File: config.mk
export PLATFORM = sky130hd
export DESIGN_NAME = dram_rc_ctrl
export DESIGN_NICKNAME = d
export VERILOG_FILES = /design/src/rtl/dram_rc_pkg.sv /design/src/rtl/dram_rc_fsm.sv /design/src/rtl/dram_rc_addr_mux.sv /design/src/rtl/dram_rc_datapath.sv /design/src/rtl/dram_rc_ctrl.sv
export SDC_FILE = /design/constraint.sdc
export NUM_CORES = 1
export LEC_CHECK = 0
export BUFFER_PORTS_ARGS = -buffer_cell sky130_fd_sc_hd__buf_4
export CORE_AREA = 2 2 82 84
export DETAILED_ROUTE_END_ITERATION = 6
export DIE_AREA = 0 0 84 86
export PLACE_DENSITY = 0.81
export SETUP_SLACK_MARGIN = 0.05
export SYNTH_ARGS = -nofsm -noshare
export SYNTH_HDL_FRONTEND = slang
export SYNTH_SLANG_ARGS = --single-unit
File: constraint.sdc
create_clock -name clk_i -period 2.2 [get_ports clk_i]
set_input_delay 0.44 -clock clk_i [delete_from_list [all_inputs] [get_ports clk_i]]
set_output_delay 0.44 -clock clk_i [all_outputs]
set_load 0.05 [all_outputs]
File: src/rtl/dram_rc_pkg.sv
package dram_rc_pkg;
  typedef enum logic [2:0] {
    ST_IDLE,
    ST_ROW,
    ST_RAS,
    ST_COL,
    ST_CAS,
    ST_PRE,
    ST_RCAS,
    ST_RRAS
  } st_e;
endpackage

File: src/rtl/dram_rc_fsm.sv
module dram_rc_fsm
  import dram_rc_pkg::*;
#(
  parameter int CAS_CYC = 2,
  parameter int PRE_CYC = 2
) (
  input  logic clk_i,
  input  logic rst_ni,
  input  logic req_valid_i,
  input  logic refresh_i,
  output st_e  state_o,
  output logic accept_o,
  output logic cas_last_o
);
  localparam int MAXC = (CAS_CYC > PRE_CYC) ? CAS_CYC : PRE_CYC;
  localparam int CNT_W = (MAXC > 1) ? $clog2(MAXC) : 1;
  localparam logic [CNT_W-1:0] CAS_LAST = CNT_W'(CAS_CYC - 1);
  localparam logic [CNT_W-1:0] PRE_LAST = CNT_W'(PRE_CYC - 1);

  st_e state_q, state_d;
  logic [CNT_W-1:0] cnt_q;

  always_comb begin
    state_d = state_q;
    unique case (state_q)
      ST_IDLE: if (refresh_i) state_d = ST_RCAS;
               else if (req_valid_i) state_d = ST_ROW;
      ST_ROW:  state_d = ST_RAS;
      ST_RAS:  state_d = ST_COL;
      ST_COL:  state_d = ST_CAS;
      ST_CAS:  if (cnt_q == CAS_LAST) state_d = ST_PRE;
      ST_PRE:  if (cnt_q == PRE_LAST) state_d = ST_IDLE;
      ST_RCAS: state_d = ST_RRAS;
      ST_RRAS: if (cnt_q == CAS_LAST) state_d = ST_PRE;
      default: state_d = ST_IDLE;
    endcase
  end

  always_ff @(posedge clk_i or negedge rst_ni) begin
    if (!rst_ni) begin
      state_q <= ST_IDLE;
      cnt_q   <= '0;
    end else begin
      state_q <= state_d;
      cnt_q   <= (state_d != state_q) ? '0 : cnt_q + 1'b1;
    end
  end

  assign state_o    = state_q;
  assign accept_o   = (state_q == ST_IDLE) && !refresh_i && req_valid_i;
  assign cas_last_o = (state_q == ST_CAS) && (cnt_q == CAS_LAST);
endmodule

File: src/rtl/dram_rc_addr_mux.sv
module dram_rc_addr_mux
  import dram_rc_pkg::*;
#(
  parameter int MA_W  = 13,
  parameter int ROW_W = 13,
  parameter int COL_W = 10
) (
  input  st_e              state_i,
  input  logic [ROW_W-1:0] row_i,
  input  logic [COL_W-1:0] col_i,
  output logic [MA_W-1:0]  ma_o
);
  always_comb begin
    unique case (state_i)
      ST_ROW, ST_RAS: ma_o = MA_W'(row_i);
      ST_COL, ST_CAS: ma_o = MA_W'(col_i);
      default:        ma_o = '0;
    endcase
  end
endmodule

File: src/rtl/dram_rc_datapath.sv
module dram_rc_datapath
  import dram_rc_pkg::*;
#(
  parameter int ROW_W  = 13,
  parameter int COL_W  = 10,
  parameter int DATA_W = 16
) (
  input  logic                   clk_i,
  input  logic                   rst_ni,
  input  st_e                    state_i,
  input  logic                   accept_i,
  input  logic                   cas_last_i,
  input  logic [ROW_W+COL_W-1:0] addr_i,
  input  logic                   we_i,
  input  logic [1:0]             be_i,
  input  logic [DATA_W-1:0]      wdata_i,
  input  logic [DATA_W-1:0]      dq_i,
  output logic [ROW_W-1:0]       row_o,
  output logic [COL_W-1:0]       col_o,
  output logic [1:0]             mask_o,
  output logic                   we_o,
  output logic [DATA_W-1:0]      dq_o,
  output logic                   dq_oe_o,
  output logic [DATA_W-1:0]      rd_data_o,
  output logic                   done_o
);
  logic [ROW_W+COL_W-1:0] addr_q;
  logic                   we_q;
  logic [1:0]             mask_q;
  logic [DATA_W-1:0]      wdata_q, rdata_q;
  logic                   done_q;

  always_ff @(posedge clk_i or negedge rst_ni) begin
    if (!rst_ni) begin
      addr_q  <= '0;
      we_q    <= 1'b0;
      mask_q  <= 2'b11;
      wdata_q <= '0;
    end else if (accept_i) begin
      addr_q  <= addr_i;
      we_q    <= we_i;
      mask_q  <= (be_i == 2'b00) ? 2'b11 : be_i;
      wdata_q <= wdata_i;
    end
  end

  always_ff @(posedge clk_i or negedge rst_ni) begin
    if (!rst_ni) begin
      rdata_q <= '0;
      done_q  <= 1'b0;
    end else begin
      done_q <= cas_last_i;
      if (cas_last_i && !we_q) rdata_q <= dq_i;
    end
  end

  assign row_o     = addr_q[ROW_W+COL_W-1:COL_W];
  assign col_o     = addr_q[COL_W-1:0];
  assign mask_o    = mask_q;
  assign we_o      = we_q;
  assign dq_o      = wdata_q;
  assign dq_oe_o   = we_q && (state_i == ST_COL || state_i == ST_CAS);
  assign rd_data_o = rdata_q;
  assign done_o    = done_q;
endmodule

File: src/rtl/dram_rc_ctrl.sv
module dram_rc_ctrl
  import dram_rc_pkg::*;
#(
  parameter int MA_W    = 13,
  parameter int ROW_W   = 13,
  parameter int COL_W   = 10,
  parameter int DATA_W  = 16,
  parameter int CAS_CYC = 2,
  parameter int PRE_CYC = 2
) (
  input  logic                   clk_i,
  input  logic                   rst_ni,
  input  logic                   req_valid_i,
  output logic                   req_ready_o,
  input  logic [ROW_W+COL_W-1:0] req_addr_i,
  input  logic                   req_we_i,
  input  logic [1:0]             req_be_i,
  input  logic [DATA_W-1:0]      req_wdata_i,
  input  logic                   refresh_i,
  output logic                   ref_ack_o,
  output logic [DATA_W-1:0]      rd_data_o,
  output logic                   done_o,
  output logic [MA_W-1:0]        ma_o,
  output logic                   ras_no,
  output logic                   casl_no,
  output logic                   cash_no,
  output logic                   dw_no,
  output logic [DATA_W-1:0]      dq_o,
  output logic                   dq_oe_o,
  input  logic [DATA_W-1:0]      dq_i
);
  st_e              state;
  logic             accept, cas_last, we;
  logic [ROW_W-1:0] row;
  logic [COL_W-1:0] col;
  logic [1:0]       mask;

  dram_rc_fsm #(.CAS_CYC(CAS_CYC), .PRE_CYC(PRE_CYC)) i_fsm (
    .clk_i(clk_i), .rst_ni(rst_ni), .req_valid_i(req_valid_i), .refresh_i(refresh_i),
    .state_o(state), .accept_o(accept), .cas_last_o(cas_last)
  );

  dram_rc_datapath #(.ROW_W(ROW_W), .COL_W(COL_W), .DATA_W(DATA_W)) i_dp (
    .clk_i(clk_i), .rst_ni(rst_ni), .state_i(state), .accept_i(accept),
    .cas_last_i(cas_last), .addr_i(req_addr_i), .we_i(req_we_i), .be_i(req_be_i),
    .wdata_i(req_wdata_i), .dq_i(dq_i), .row_o(row), .col_o(col), .mask_o(mask),
    .we_o(we), .dq_o(dq_o), .dq_oe_o(dq_oe_o), .rd_data_o(rd_data_o), .done_o(done_o)
  );

  dram_rc_addr_mux #(.MA_W(MA_W), .ROW_W(ROW_W), .COL_W(COL_W)) i_mux (
    .state_i(state), .row_i(row), .col_i(col), .ma_o(ma_o)
  );

  logic refr;
  assign refr        = (state == ST_RCAS) || (state == ST_RRAS);
  assign req_ready_o = (state == ST_IDLE) && !refresh_i;
  assign ref_ack_o   = (state == ST_RCAS);
  assign ras_no      = !(state == ST_RAS || state == ST_COL || state == ST_CAS || state == ST_RRAS);
  assign casl_no     = !(refr || (state == ST_CAS && mask[0]));
  assign cash_no     = !(refr || (state == ST_CAS && mask[1]));
  assign dw_no       = !(we && (state == ST_COL || state == ST_CAS));
endmodule

# ---- After elaboration in Yosys (flattened, before gate mapping)
# Cells that the tools add are included.
dict set report word_totals {
  inputBits 62
  register_bits 63
  out_inout_bits 53
}
dict set report classes {
  n_mux 8
  n_addsub 1
  n_eq_ne 8
  reduce_logical 25
}
# cell count
set op_table {}
lappend op_table {{13-bit case mux with 2 select lines} 1}
lappend op_table {{3-bit case mux with 7 select lines} 1}
lappend op_table {{3-bit == test, second input constant} 4}
lappend op_table {{3-bit 2-to-1 mux} 4}
lappend op_table {{1-bit logical AND} 7}
lappend op_table {{1-bit logical OR} 7}
lappend op_table {{3-bit by 2-bit == test with 1-bit output, second input constant} 2}
lappend op_table {{1-bit logical NOT} 6}
lappend op_table {{2-bit OR reduction} 3}
lappend op_table {{3-bit by 1-bit == test with 1-bit output, second input constant} 1}
lappend op_table {{3-bit logical NOT} 1}
lappend op_table {{3-bit != test} 1}
lappend op_table {{2-bit logical NOT} 1}
lappend op_table {{2-bit 2-to-1 mux} 1}
lappend op_table {{1-bit adder, second input constant} 1}
lappend op_table {{1-bit 2-to-1 mux} 1}

# ---- Longest topological paths before layout
dict set report depth {
  word_depth 5
  mapped_depth 5
}

# ---- Cells and area by module
# From an unflattened synthesis, not the netlist that was laid out.
dict set report hier_totals {
  hier_cells 220
  hier_area_um2 3040.4
}
# module n_inst seq_area_each_um2 cells_per_inst area_per_inst_um2
set modules_own_cells {}
lappend modules_own_cells {dram_rc_datapath 1 1478.9 132 2257.2}
lappend modules_own_cells {dram_rc_addr_mux 1 0.0 53 494.2}
lappend modules_own_cells {dram_rc_fsm 1 100.1 24 216.5}
lappend modules_own_cells {dram_rc_ctrl 1 0.0 11 72.6}

# ---- Worst setup path after synthesis
# OpenSTA, ideal clock, no wires.
dict set report synth_path {
  path_kind {register to output}
  startpoint {reg i_fsm.state_q[2] (netlist: i_fsm.state_o[2])}
  endpoint {out dw_no}
  required_ns 1.760
  arrival_ns 2.146
  path_buffers 2
  stages_incl_launch_ff 5
  slack_ns -0.386
  cell_sequence {dfrtp_1 clkbuf_1 buf_1 nor2_1 o21ai_0}
}
dict set report synth_via {
  elab_chain_len 4
}
# item line_no
set synth_lines {}
lappend synth_lines {{from (decl)} dram_rc_fsm.sv:20} ;# st_e state_q, state_d;
lappend synth_lines {{from (signal assigned)} dram_rc_fsm.sv:44} ;# state_q <= state_d;
lappend synth_lines {{3-bit by 2-bit == test with 1-bit output / 3-bit == test (equally long branches)} dram_rc_ctrl.sv:61} ;# assign dw_no = !(we && (state == ST_COL || state == ST_CAS));
lappend synth_lines {{1-bit logical OR *} dram_rc_ctrl.sv:61}
lappend synth_lines {{1-bit logical AND *} dram_rc_ctrl.sv:61}
lappend synth_lines {{1-bit logical NOT *} dram_rc_ctrl.sv:61}
lappend synth_lines {{to (decl)} dram_rc_ctrl.sv:27} ;# output logic dw_no,
# Every way passes the cells marked *; elsewhere a longest branch is shown, timed or not.

# ---- Worst setup path after layout
dict set report layout_path {
  startpoint {reg i_fsm.state_q[0] (netlist: i_fsm.state_o[0])}
  endpoint {out ma_o[12]}
}
dict set report layout_via {
  elab_chain_len 3
}
# item line_no
set layout_lines {}
lappend layout_lines {{3-bit == test, or another cell as far along} dram_rc_addr_mux.sv:14} ;# unique case (state_i)
lappend layout_lines {{2-bit OR reduction} dram_rc_addr_mux.sv:14}
lappend layout_lines {{13-bit case mux with 2 select lines *} dram_rc_addr_mux.sv:14}
lappend layout_lines {{to (decl)} dram_rc_ctrl.sv:23} ;# output logic [MA_W-1:0] ma_o,
# Marks and branches as above.

==> results.md <==
* Status: finished clean
* Setup ws final at slightly below 0.08 ns
* CP Data Required Time at roughly 1.8 ns
* Worst reg2reg setup slack at between 0.2 and 0.3 ns
* CP Launch Type: flop
* Global-route wire length before repair at 11,100 um
* Footprint of the multi-input gates at roughly 1400 um^2
* Row count at 29
* CP Class: flop to output pin
* Finished Layout Cells at 425
* Crit-path max cell delay at around 0.46 ns
* Fin. max-slew vios at 0
* Pwr Density at approximately 1700 nW/um^2
* Placer Congestion at 0.795
* Leak at 2.32 nW
* R2R cell count at 6
* CTS H-Tree Depth at 3
* Die Wd at between 80 and 90 um
* Final Hold Vio Count at 0
* Gate power share at 0.560
* Vias per inst at 5.14
* N_diodes at 0
* Iter 0 DRT Violations at 87
* Tot GR Track Use at 0.195
* Total number of vias at ~2.2k
* Max_cap viols at 0
* Cell Int Power at ~4.1 mW
* Critical path's slowest cell: dfrtp_2
* Reg2reg end: i_dp.rd_data_o[15]
* HPWL Detailed at ~4800 um
* Synthesized flop and latch total at 63
* Total Nets Final at between 400 and 500
* Synth Cell Area at just over 3000 um^2
* Sequential power share at 0.285
* Post-synthesis average cell area at about 14 um^2
* Least-Margin Pin Slew at roughly 0.8 ns
* Sw Ratio at 0.442
* Fmax at 471 MHz
* Share of layout cells above drive strength 1 at 0.615
* Fillers at between 400 and 500
* Cell count along the critical path at 5
* Die area at 7220 um^2
* Num CTS Buffers at 9
* Syn-to-layout area delta at 42.7%
* CTS max path bufs at 2
* RR Startpoint: i_fsm.state_o[0]
* Finish-stage setup viols at 0
* Total grt overflow at 0
* RSZ-0062 raised after global routing: yes
* Library cells used by synthesis at 28
* Synthesized instance count at roughly 220
* Clock share of power at 0.155
* Period minus WS final at around 2.1 ns
* VDD IR max at between 0.001 and 0.0015 V
* Dpl ws at between 0.2 and 0.25 ns
* Port bufs at approximately 110
* Seq/Total Area, Yosys at 0.517
* Die Height at between 80 and 90 um
* Synth warn at 0
* Syn Nets at 279
* Worst-path clk slew at approximately 0.08 ns
* Initial antenna violation count at 0
* Final worst-path cycle share at 0.964
* DR DRC count at 0
* CTS Root Cell: clkbuf_8
* Critical path data arrival time at approximately 1.7 ns
* Via count of the first global-routing pass at 2,415
* Worst skew pair latency at approximately 0.34 ns
* Initial Util at 0.487
* Reg area at roughly 1600 um^2
* Clock Skew at 0.00944 ns
* CP Capture Type: output pin
* Crit-path max FO at 7
* Rel. slew slack at 0.478
* Wire per inst at between 15 and 20 um
* First drt pass iteration count at 7
* Family with the most delay on the worst path: flip-flops
* Top cells by area, synth: dfrtp_1 50%, mux2_4 20%, mux2_2 5.9%, mux2i_1 3.3%, a211o_1 2.9%
* Worst hold path type: input port to async pin
* Worst-path cell chain: buf_4 > nand2b_1 > a21oi_2 > and2_1 > buf_6
* Cell taking the most area after synthesis: dfrtp_1
* Io pins at 115
* Core ar. at between 6000 and 7000 um^2
* Sink Count at 63
* Net Sw Power at around 3.2 mW
* Antenna viol nets, final at 0
* CTS tree: done
* Top cell type's share of synthesized area at 0.499
* Worst Path Buf+Inv at 2
* Largest net degree at the start of global routing at 64
* Final wirelength at 6880 um
* Worst setup endpoint: ma_o[12]
* Worst Setup SP: i_fsm.state_o[0]
* Post-Place Cells at about 400
logic make-up (layout without fill, tap and decap cells):
kind of cell | after synthesis | in the layout | synth area share
flip-flops | 63 | 63 | 0.517
AND/OR/NAND/NOR | 40 | 40 | 0.0884
AO/OA/AOI/OAI | 29 | 29 | 0.0679
buffers and inverters | 19 | 150 | 0.0389
multiplexers | 66 | 66 | 0.288
power groups by stage:
stage	clock network (mW)	registers, mW	logic, mW
floorplan	0	2.98	1.93
CTS	1.16	2.08	4.02
detailed placement	0	2.10	3.93
global route	1.22	2.17	4.30
global placement	0	2.07	3.88
finish	1.14	2.09	4.11
sequential cells by signal (all words and copies together), names as in the netlist:
register / cells
i_fsm.cnt_q: 1
i_dp.mask_o: 2
i_dp.rd_data_o: 16
i_fsm.state_o: 3
i_dp.dq_o: 16
i_dp.done_o: 1
i_dp.we_o: 1
i_dp.addr_q: 23
worst min-delay path by stage:
stage	startpoint	endpoint	slack, ns	cells past startpoint
2_1_floorplan	rst_ni	i_dp.addr_q[0]	0.14	0
3_3_place_gp	i_dp.rd_data_o[12]	i_dp.rd_data_o[12]	0.49	1
3_5_place_dp	i_dp.addr_q[22]	i_dp.addr_q[22]	0.49	1
4_1_cts	rst_ni	i_dp.rd_data_o[7]	0.21	1
5_1_grt	rst_ni	i_dp.rd_data_o[9]	0.24	1
6_report	rst_ni	i_dp.rd_data_o[9]	0.18	1
cells in the mapped netlist, drive strengths merged:
cell type	count
nor3b	12
dfstp	2
o221ai	1
buf	9
dfrtp	61
nor3	2
nor2b	3
a41oi	2
a211o	10
nand2	3
o21a	2
nor2	12
mux2i	10
and2	4
inv	5
a22o	1
nand2b	3
mux2	56
clkbuf	5
o21ai	6
nor4	1
a21oi	6
o211a	1
cells in the final DEF, fill, tap and decap left out, types with 2 or more instances in the layout:
cell,n
a21oi_1,5
mux2_4,40
o21ai_1,3
nor2_1,12
mux2_2,16
dfrtp_1,60
and2_1,2
clkbuf_8,10
nor2b_1,3
dfstp_2,2
nor3b_1,10
a211o_1,10
o21a_1,2
mux2i_1,10
buf_4,111
bufinv_16,2
nor3b_4,2
o21ai_0,3
a41oi_1,2
nand2_1,2
inv_1,5
clkinvlp_4,2
buf_8,2
and2_4,2
buf_6,15
worst register-to-register path: stages, from the launching register on:
cell and delay, ns:
dfrtp_2 0.46, buf_4 0.16, nor3b_4 0.23, buf_6 0.16
nor3b_4 0.17, buf_4 0.26, mux2_2 0.37
metrics by stage:
stage          power (mW)  utilization   TNS, ns  cell area, um^2  hold WS, ns
6_report             7.34        0.695         0             4360        0.180
5_1_grt              7.68        0.695  -0.00642             4360        0.236
4_1_cts              7.26        0.681         0             4280        0.209
3_5_place_dp         6.03        0.636         0             3990        0.492
3_3_place_gp         5.95        0.636         0             3990        0.492
2_1_floorplan        4.91            -   -0.0153             3060        0.144
routing by layer:
layer  global-route usage  wire length (um)  up-vias  part of all wire
li1                     -                 -     1027                 -
met1                0.225              2790     1066              0.41
met2                0.337              3520       78              0.51
met3               0.0529               424       13             0.062
met4               0.0968               136        0             0.020
met5                    0                 0        -                 0
area by class of cell:
cell class	instances	area share
timing repair buffer	129	0.241
tap	77	0.0221
inverter	5	0.00430
sequential	63	0.362
multi-input combinational	135	0.317
clock inverter	6	0.0212
clock buffer	10	0.0316
what timing repair did:
item | CTS | global route
endpoints found under the setup margin | 15 | 13
buffers inserted | 6 | 0
resized for setup | 3 | 23
hold buffers | 0 | 0
pin swaps | 2 | 7
No activity file was read; power rests on OpenSTA's default activity.
